`src/rtl/vtab_pkg.sv`:
```
package vtab_pkg;
  localparam int unsigned REG_W      = 32;
  localparam int unsigned PM_WE_BIT  = 30;
  localparam int unsigned TM_WE_BIT  = 29;
  localparam int unsigned FLIP_BIT   = 28;
  localparam int unsigned MASK_LSB   = 0;
endpackage

```
`src/rtl/vtab_entry.sv`:
```
module vtab_entry #(
  parameter int unsigned VID_W = 12,
  parameter int unsigned PORTS = 5
) (
  input  logic             clk,
  input  logic             rst_n,
  input  logic             wr,
  input  logic             wr_flip,
  input  logic             wr_pm,
  input  logic             wr_tm,
  input  logic [VID_W-1:0] wr_vid,
  input  logic [PORTS-1:0] wr_mask,
  output logic [VID_W-1:0] vid,
  output logic [PORTS-1:0] member,
  output logic [PORTS-1:0] tag,
  output logic             sel
);
  always_ff @(posedge clk) begin
    if (!rst_n) begin
      vid    <= '0;
      member <= '0;
      tag    <= '0;
      sel    <= 1'b0;
    end else if (wr) begin
      if (wr_flip) begin
        sel <= ~sel;
      end else begin
        vid <= wr_vid;
        if (wr_pm) member <= wr_mask;
        if (wr_tm) tag    <= wr_mask;
      end
    end
  end

  // a flip write changes only the select flag
  a_r3_flip_only: assert property (@(posedge clk) disable iff (!rst_n)
    wr && wr_flip |=> (sel != $past(sel)) && $stable(vid) && $stable(member) && $stable(tag));

  // masks move only under their own enable
  a_r2_pm_gated: assert property (@(posedge clk) disable iff (!rst_n)
    !(wr && !wr_flip && wr_pm) |=> $stable(member));
  a_r2_tm_gated: assert property (@(posedge clk) disable iff (!rst_n)
    !(wr && !wr_flip && wr_tm) |=> $stable(tag));

  // select flag untouched when this slot is not written
  a_r5_sel_private: assert property (@(posedge clk) disable iff (!rst_n)
    !wr |=> $stable(sel));
endmodule

```
`src/rtl/vtab_match.sv`:
```
module vtab_match #(
  parameter int unsigned ENTRIES = 32,
  parameter int unsigned VID_W   = 12,
  parameter int unsigned PORTS   = 5,
  localparam int unsigned AW     = $clog2(ENTRIES)
) (
  input  logic [ENTRIES-1:0][VID_W-1:0] vid_all,
  input  logic [ENTRIES-1:0][PORTS-1:0] mem_all,
  input  logic [ENTRIES-1:0][PORTS-1:0] tag_all,
  input  logic [VID_W-1:0]              key,
  output logic                          hit,
  output logic [AW-1:0]                 idx,
  output logic [PORTS-1:0]              member,
  output logic [PORTS-1:0]              tag
);
  logic [ENTRIES-1:0] eq;

  for (genvar g = 0; g < ENTRIES; g++) begin : g_cmp
    assign eq[g] = (|mem_all[g]) && (vid_all[g] == key);
  end

  always_comb begin
    hit    = |eq;
    idx    = '0;
    member = '0;
    tag    = '0;
    for (int i = ENTRIES - 1; i >= 0; i--) begin
      if (eq[i]) begin
        idx    = i[AW-1:0];
        member = mem_all[i];
        tag    = tag_all[i];
      end
    end
  end
endmodule

```
`src/rtl/vtab_rdmux.sv`:
```
module vtab_rdmux #(
  parameter int unsigned ENTRIES = 32,
  parameter int unsigned VID_W   = 12,
  parameter int unsigned PORTS   = 5,
  localparam int unsigned AW     = $clog2(ENTRIES)
) (
  input  logic [ENTRIES-1:0][VID_W-1:0] vid_all,
  input  logic [ENTRIES-1:0][PORTS-1:0] mem_all,
  input  logic [ENTRIES-1:0][PORTS-1:0] tag_all,
  input  logic [ENTRIES-1:0]            sel_all,
  input  logic [AW-1:0]                 addr,
  output logic [vtab_pkg::REG_W-1:0]    word
);
  import vtab_pkg::*;

  always_comb begin
    word = '0;
    word[FLIP_BIT] = sel_all[addr];
    word[PORTS +: VID_W] = vid_all[addr];
    word[MASK_LSB +: PORTS] = sel_all[addr] ? tag_all[addr] : mem_all[addr];
  end
endmodule

```
`src/rtl/vlan_res_table.sv`:
```
module vlan_res_table #(
  parameter int unsigned ENTRIES = 32,
  parameter int unsigned VID_W   = 12,
  parameter int unsigned PORTS   = 5,
  localparam int unsigned AW     = $clog2(ENTRIES),
  localparam int unsigned VMSB   = PORTS + VID_W - 1
) (
  input  logic                       clk,
  input  logic                       rst_n,
  input  logic                       wr_en,
  input  logic                       rd_en,
  input  logic [AW-1:0]              addr,
  input  logic [vtab_pkg::REG_W-1:0] wdata,
  output logic [vtab_pkg::REG_W-1:0] rdata,
  output logic                       rdata_valid,
  input  logic                       lk_valid,
  input  logic [VID_W-1:0]           lk_vid,
  output logic                       res_valid,
  output logic                       res_hit,
  output logic [AW-1:0]              res_idx,
  output logic [PORTS-1:0]           res_member,
  output logic [PORTS-1:0]           res_tag
);
  import vtab_pkg::*;

  logic [ENTRIES-1:0][VID_W-1:0] vid_all;
  logic [ENTRIES-1:0][PORTS-1:0] mem_all;
  logic [ENTRIES-1:0][PORTS-1:0] tag_all;
  logic [ENTRIES-1:0]            sel_all;

  logic unused_wbits;
  assign unused_wbits = ^{wdata[REG_W-1], wdata[FLIP_BIT-1:VMSB+1]};

  for (genvar g = 0; g < ENTRIES; g++) begin : g_slot
    vtab_entry #(.VID_W(VID_W), .PORTS(PORTS)) u_entry (
      .clk     (clk),
      .rst_n   (rst_n),
      .wr      (wr_en && (addr == AW'(g))),
      .wr_flip (wdata[FLIP_BIT]),
      .wr_pm   (wdata[PM_WE_BIT]),
      .wr_tm   (wdata[TM_WE_BIT]),
      .wr_vid  (wdata[PORTS +: VID_W]),
      .wr_mask (wdata[MASK_LSB +: PORTS]),
      .vid     (vid_all[g]),
      .member  (mem_all[g]),
      .tag     (tag_all[g]),
      .sel     (sel_all[g])
    );
  end

  logic [REG_W-1:0] rd_word;
  vtab_rdmux #(.ENTRIES(ENTRIES), .VID_W(VID_W), .PORTS(PORTS)) u_rdmux (
    .vid_all (vid_all),
    .mem_all (mem_all),
    .tag_all (tag_all),
    .sel_all (sel_all),
    .addr    (addr),
    .word    (rd_word)
  );

  logic             m_hit;
  logic [AW-1:0]    m_idx;
  logic [PORTS-1:0] m_mem;
  logic [PORTS-1:0] m_tag;
  vtab_match #(.ENTRIES(ENTRIES), .VID_W(VID_W), .PORTS(PORTS)) u_match (
    .vid_all (vid_all),
    .mem_all (mem_all),
    .tag_all (tag_all),
    .key     (lk_vid),
    .hit     (m_hit),
    .idx     (m_idx),
    .member  (m_mem),
    .tag     (m_tag)
  );

  always_ff @(posedge clk) begin
    if (!rst_n) begin
      rdata       <= '0;
      rdata_valid <= 1'b0;
      res_valid   <= 1'b0;
      res_hit     <= 1'b0;
      res_idx     <= '0;
      res_member  <= '0;
      res_tag     <= '0;
    end else begin
      rdata_valid <= rd_en;
      if (rd_en) rdata <= rd_word;
      res_valid <= lk_valid;
      if (lk_valid) begin
        res_hit    <= m_hit;
        res_idx    <= m_idx;
        res_member <= m_mem;
        res_tag    <= m_tag;
      end
    end
  end

  // read data one cycle after the strobe, reserved bits zero
  a_r4_rd_latency: assert property (@(posedge clk) disable iff (!rst_n)
    rd_en |=> rdata_valid);
  a_r4_rd_idle: assert property (@(posedge clk) disable iff (!rst_n)
    !rd_en |=> !rdata_valid);
  a_r4_reserved_zero: assert property (@(posedge clk) disable iff (!rst_n)
    rdata_valid |-> (rdata[REG_W-1:FLIP_BIT+1] == '0) && (rdata[FLIP_BIT-1:VMSB+1] == '0));
  // lookup result one cycle after the request
  a_r6_lk_latency: assert property (@(posedge clk) disable iff (!rst_n)
    lk_valid |=> res_valid);
  // a hit always names an in-use slot
  a_r7_hit_in_use: assert property (@(posedge clk) disable iff (!rst_n)
    res_valid && res_hit |-> res_member != '0);
  // misses report zeros
  a_r8_miss_zero: assert property (@(posedge clk) disable iff (!rst_n)
    res_valid && !res_hit |-> (res_idx == '0) && (res_member == '0) && (res_tag == '0));
endmodule

```
`config.mk`:
```
export PLATFORM = sky130hd
export DESIGN_NAME = vlan_res_table
export DESIGN_NICKNAME = d
export VERILOG_FILES = /design/src/rtl/vtab_pkg.sv /design/src/rtl/vtab_entry.sv /design/src/rtl/vtab_match.sv /design/src/rtl/vtab_rdmux.sv /design/src/rtl/vlan_res_table.sv
export SDC_FILE = /design/constraint.sdc
export NUM_CORES = 2
export LEC_CHECK = 0
export BUFFER_PORTS_ARGS = -buffer_cell sky130_fd_sc_hd__buf_2
export CAP_MARGIN = 25
export CORE_MARGIN = 5
export CORE_UTILIZATION = 55
export DETAILED_ROUTE_END_ITERATION = 10
export PLACE_DENSITY = 0.8
export SYNTH_ARGS = -nofsm -noshare
export SYNTH_HDL_FRONTEND = slang
export SYNTH_SLANG_ARGS = --single-unit
```
`constraint.sdc`:
```
create_clock -name clk -period 2.77 [get_ports clk]
set_input_delay 0.277 -clock clk [delete_from_list [all_inputs] [get_ports clk]]
set_output_delay 0.277 -clock clk [all_outputs]
set_load 0.01 [all_outputs]
```
==> metrics.md <==
| Metric | Value |
|---|---|
| Pwr Density | `466 nW/µm²` |
| Share of post-route cells with drive strength above 1 | `26.5%` |
| Synth cell count leaders | `1,324 x nand2_1, 772 x dfxtp_1, 731 x a21boi_0` |
| Peak supply drop | `0.000481 V` |
| Crit path arrival time | `3.77 ns` |
| Total CTS buffers | `85` |
| Final HPWL DP | `128,000 µm` |
| Clock-pin slew on the worst setup and hold paths | `0.07 ns` |
| Io pins | `104` |
| H-tree Lvls | `3` |
| Die Span Y | `294 µm` |
| Max-slew violations | `0` |
| Slew HR | `16.1%` |
| Worst slew pin tran | `1.26 ns` |
| RSZ-0062 raised after global routing | `true` |
| Initial Util | `55.3%` |
| Tot GR Track Use | `39.8%` |
| Failing checks | `setup timing` |
| Fin. Hold Viols | `0` |
| CP max FO | `9` |
| Final net count | `5,832` |
| Worst Skew | `0.0218 ns` |
| Detail Route Antenna Nets | `0` |
| Post-DR vias/cell | `6.46` |
| Final Instance Area | `56,000 µm²` |
| Setup CP Type | `flip-flop to flip-flop` |
| Flip-flop and latch area | `15,500 µm²` |
| Status | `finished with violations` |
| CTS tree | `built` |
| Vias in the first global route | `42,974` |
| CTS root buffer | `clkbuf_16` |
| Leakage | `20.3 nW` |
| Row Count | `104` |
| Detailed Route WL | `180,000 µm` |
| Library cells used by synthesis | `89` |
| Synth warnings | `0` |
| Biggest area consumer among synthesized cells | `dfxtp_1` |
| Final Power | `0.0261 W` |
| Core area | `80,400 µm²` |
| Cells after Synth | `5,204` |
| Initial antenna violation count | `6` |
| TritonCTS Sinks | `772` |
| Final hold slack | `0.128 ns` |
| Die X-Extent | `294 µm` |
| Post-route setup slack | `-0.401 ns` |
| Fmax | `315 MHz` |
| Final Setup Violations | `13` |
| Most used DFF post-synth | `dfxtp_1` |
| Initial drt markers | `5,733` |
| Drt first pass iters | `8` |
| Die ar. | `86,600 µm²` |
| Post-Syn Area | `44,500 µm²` |
| Period utilization | `114%` |
| Area contributors post-synth | `dfxtp_1 35%, a21boi_0 12%, mux4_2 12%` |
| Remaining global-route overflow | `0` |
| EDFF count, synth | `0` |
| Worst Path Required | `3.37 ns` |
| Clk Latency, worst-skew pair | `0.66 ns` |
| Multi-input gate area | `28,000 µm²` |
| CP Launch Type | `flip-flop` |
| Largest net degree at the start of global routing | `286` |
| Max-cap violations | `0` |
| Share of the synthesized area in the top cell type | `34.8%` |
| DRC | `0` |
| Syn Area/Cell | `8.55 µm²` |
| Fillers | `6,061` |
| Tmin final | `3.17 ns` |
| Sequential element share of the synthesized area | `34.8%` |
| Vias | `44,694` |
| Most frequent cell after synthesis | `nand2_1` |
| CTS max path bufs | `3` |
| Setup_tns | `-2.94 ns` |
| Wire per inst | `26.1 µm` |
| IO buf count | `77` |
| Placed cell areas | `51,600 µm²` |
| First-pass GRT wire length | `266,000 µm` |
| Hold crit path type | `input port to flip-flop` |
| Type of destination of the critical path | `flip-flop` |
| Syn-to-layout area delta | `25.9%` |
| RePlAce Congestion | `1.04` |
| Synth Register Bits | `772` |
| Share of flip-flops with an asynchronous set or reset | `0%` |
-- per-stage QoR --
| stage | utilization [%] | worst slack (ns) | instances |
|---|---|---|---|
| after floorplan | - | 0.00245 | 5217 |
| after global placement | 64.2 | -0.771 | 6728 |
| after detailed placement | 64.2 | -0.760 | 6728 |
| after CTS | 68.8 | -0.214 | 6899 |
| after global routing | 69.6 | -0.334 | 6910 |
| final | 69.6 | -0.401 | 6914 |
-- sequential cells by signal, indices dropped and copies added (netlist names) --
name	cells
res_hit	1
g_slot.u_entry.member	160
g_slot.u_entry.tag	160
rdata	18
g_slot.u_entry.sel	32
g_slot.u_entry.vid	384
res_tag	5
rdata_valid	1
res_idx	5
res_valid	1
res_member	5
-- final timing paths --
path,start,end,slack (ns),cells after the start
min reg2reg,rdata[8]$_SDFFE_PN0P_,rdata[8]$_SDFFE_PN0P_,0.47,1
max,g_slot[26].u_entry.vid[3]$_SDFFE_PN0P_,res_tag[4]$_SDFFE_PN0P_,-0.40,12
max reg2reg,g_slot[26].u_entry.vid[3]$_SDFFE_PN0P_,res_tag[4]$_SDFFE_PN0P_,-0.40,12
min,wdata[29],g_slot[23].u_entry.tag[2]$_SDFFE_PN0P_,0.13,3
-- layer usage --
metal / global-route usage (%) / vias up / share of wire, %
met5: 0 / - / 0.014
met4: 23.8 / 4 / 7.9
met3: 9.28 / 797 / 12
met2: 63.1 / 3096 / 45
met1: 49.7 / 21337 / 35
li1: - / 19460 / -
-- report_power, final --
part           total (W)  internal (W)  switching (W)
registers         0.0112        0.0112      0.0000479
logic            0.00251      0.000986        0.00152
clock network     0.0124       0.00737        0.00504
total             0.0261        0.0195        0.00660
-- cell families (layout without fill, tap and decap cells) --
family	Yosys count	in the layout	share of synthesized area, %
simple gates	2226	2227	22.5
compound gates	1057	1057	17.6
flops	772	772	34.8
buf+inv	499	1131	5.07
xor+xnor	392	392	7.74
mux	257	257	12.4
other cells	1	18	0.00843
-- timing repair --
| action | in CTS | in global routing |
|---|---|---|
| gates resized for setup | 134 | 117 |
| endpoints found under the hold margin | 24 | 0 |
| endpoints found under the setup margin | 16 | 16 |
| gates cloned | 1 | 1 |
| hold buffers | 1 | 0 |
| pin swaps | 66 | 59 |
| buffers inserted | 15 | 13 |
-- cell type report --
cell class              instances  share of cell area [%]
multi-input cells            3947                    50.0
flip-flops and latches        772                    27.6
repair buffers                941                    14.4
clock buffers                 128                    4.60
well taps                    1060                    2.37
clock inverters                31                   0.800
inverters                      31                   0.208
diodes                          4                  0.0179
-- worst max-delay path: stages (launching register included) --
cell       delay [ns]
dfxtp_4          0.36
xor2_2           0.15
buf_4            0.14
nor4_2           0.56
o2111ai_1        0.20
buf_4            0.20
buf_4            0.17
inv_1            0.21
a21oi_1          0.11
o211ai_1         0.42
a21o_1           0.28
o2111a_1         0.22
a211o_1          0.09
-- placed cells by master, fill, tap and decap left out, types with 71 or more instances in the layout --
cell       instances
nand2_1         1319
mux4_2           235
nor2_1           101
nand4_1           94
buf_4            764
clkbuf_16         90
buf_12            82
nand3_1          348
xor2_1           143
buf_2             71
dfxtp_1          759
xnor2_1          229
a21boi_0         729
No activity file was read; power rests on OpenSTA's default activity.
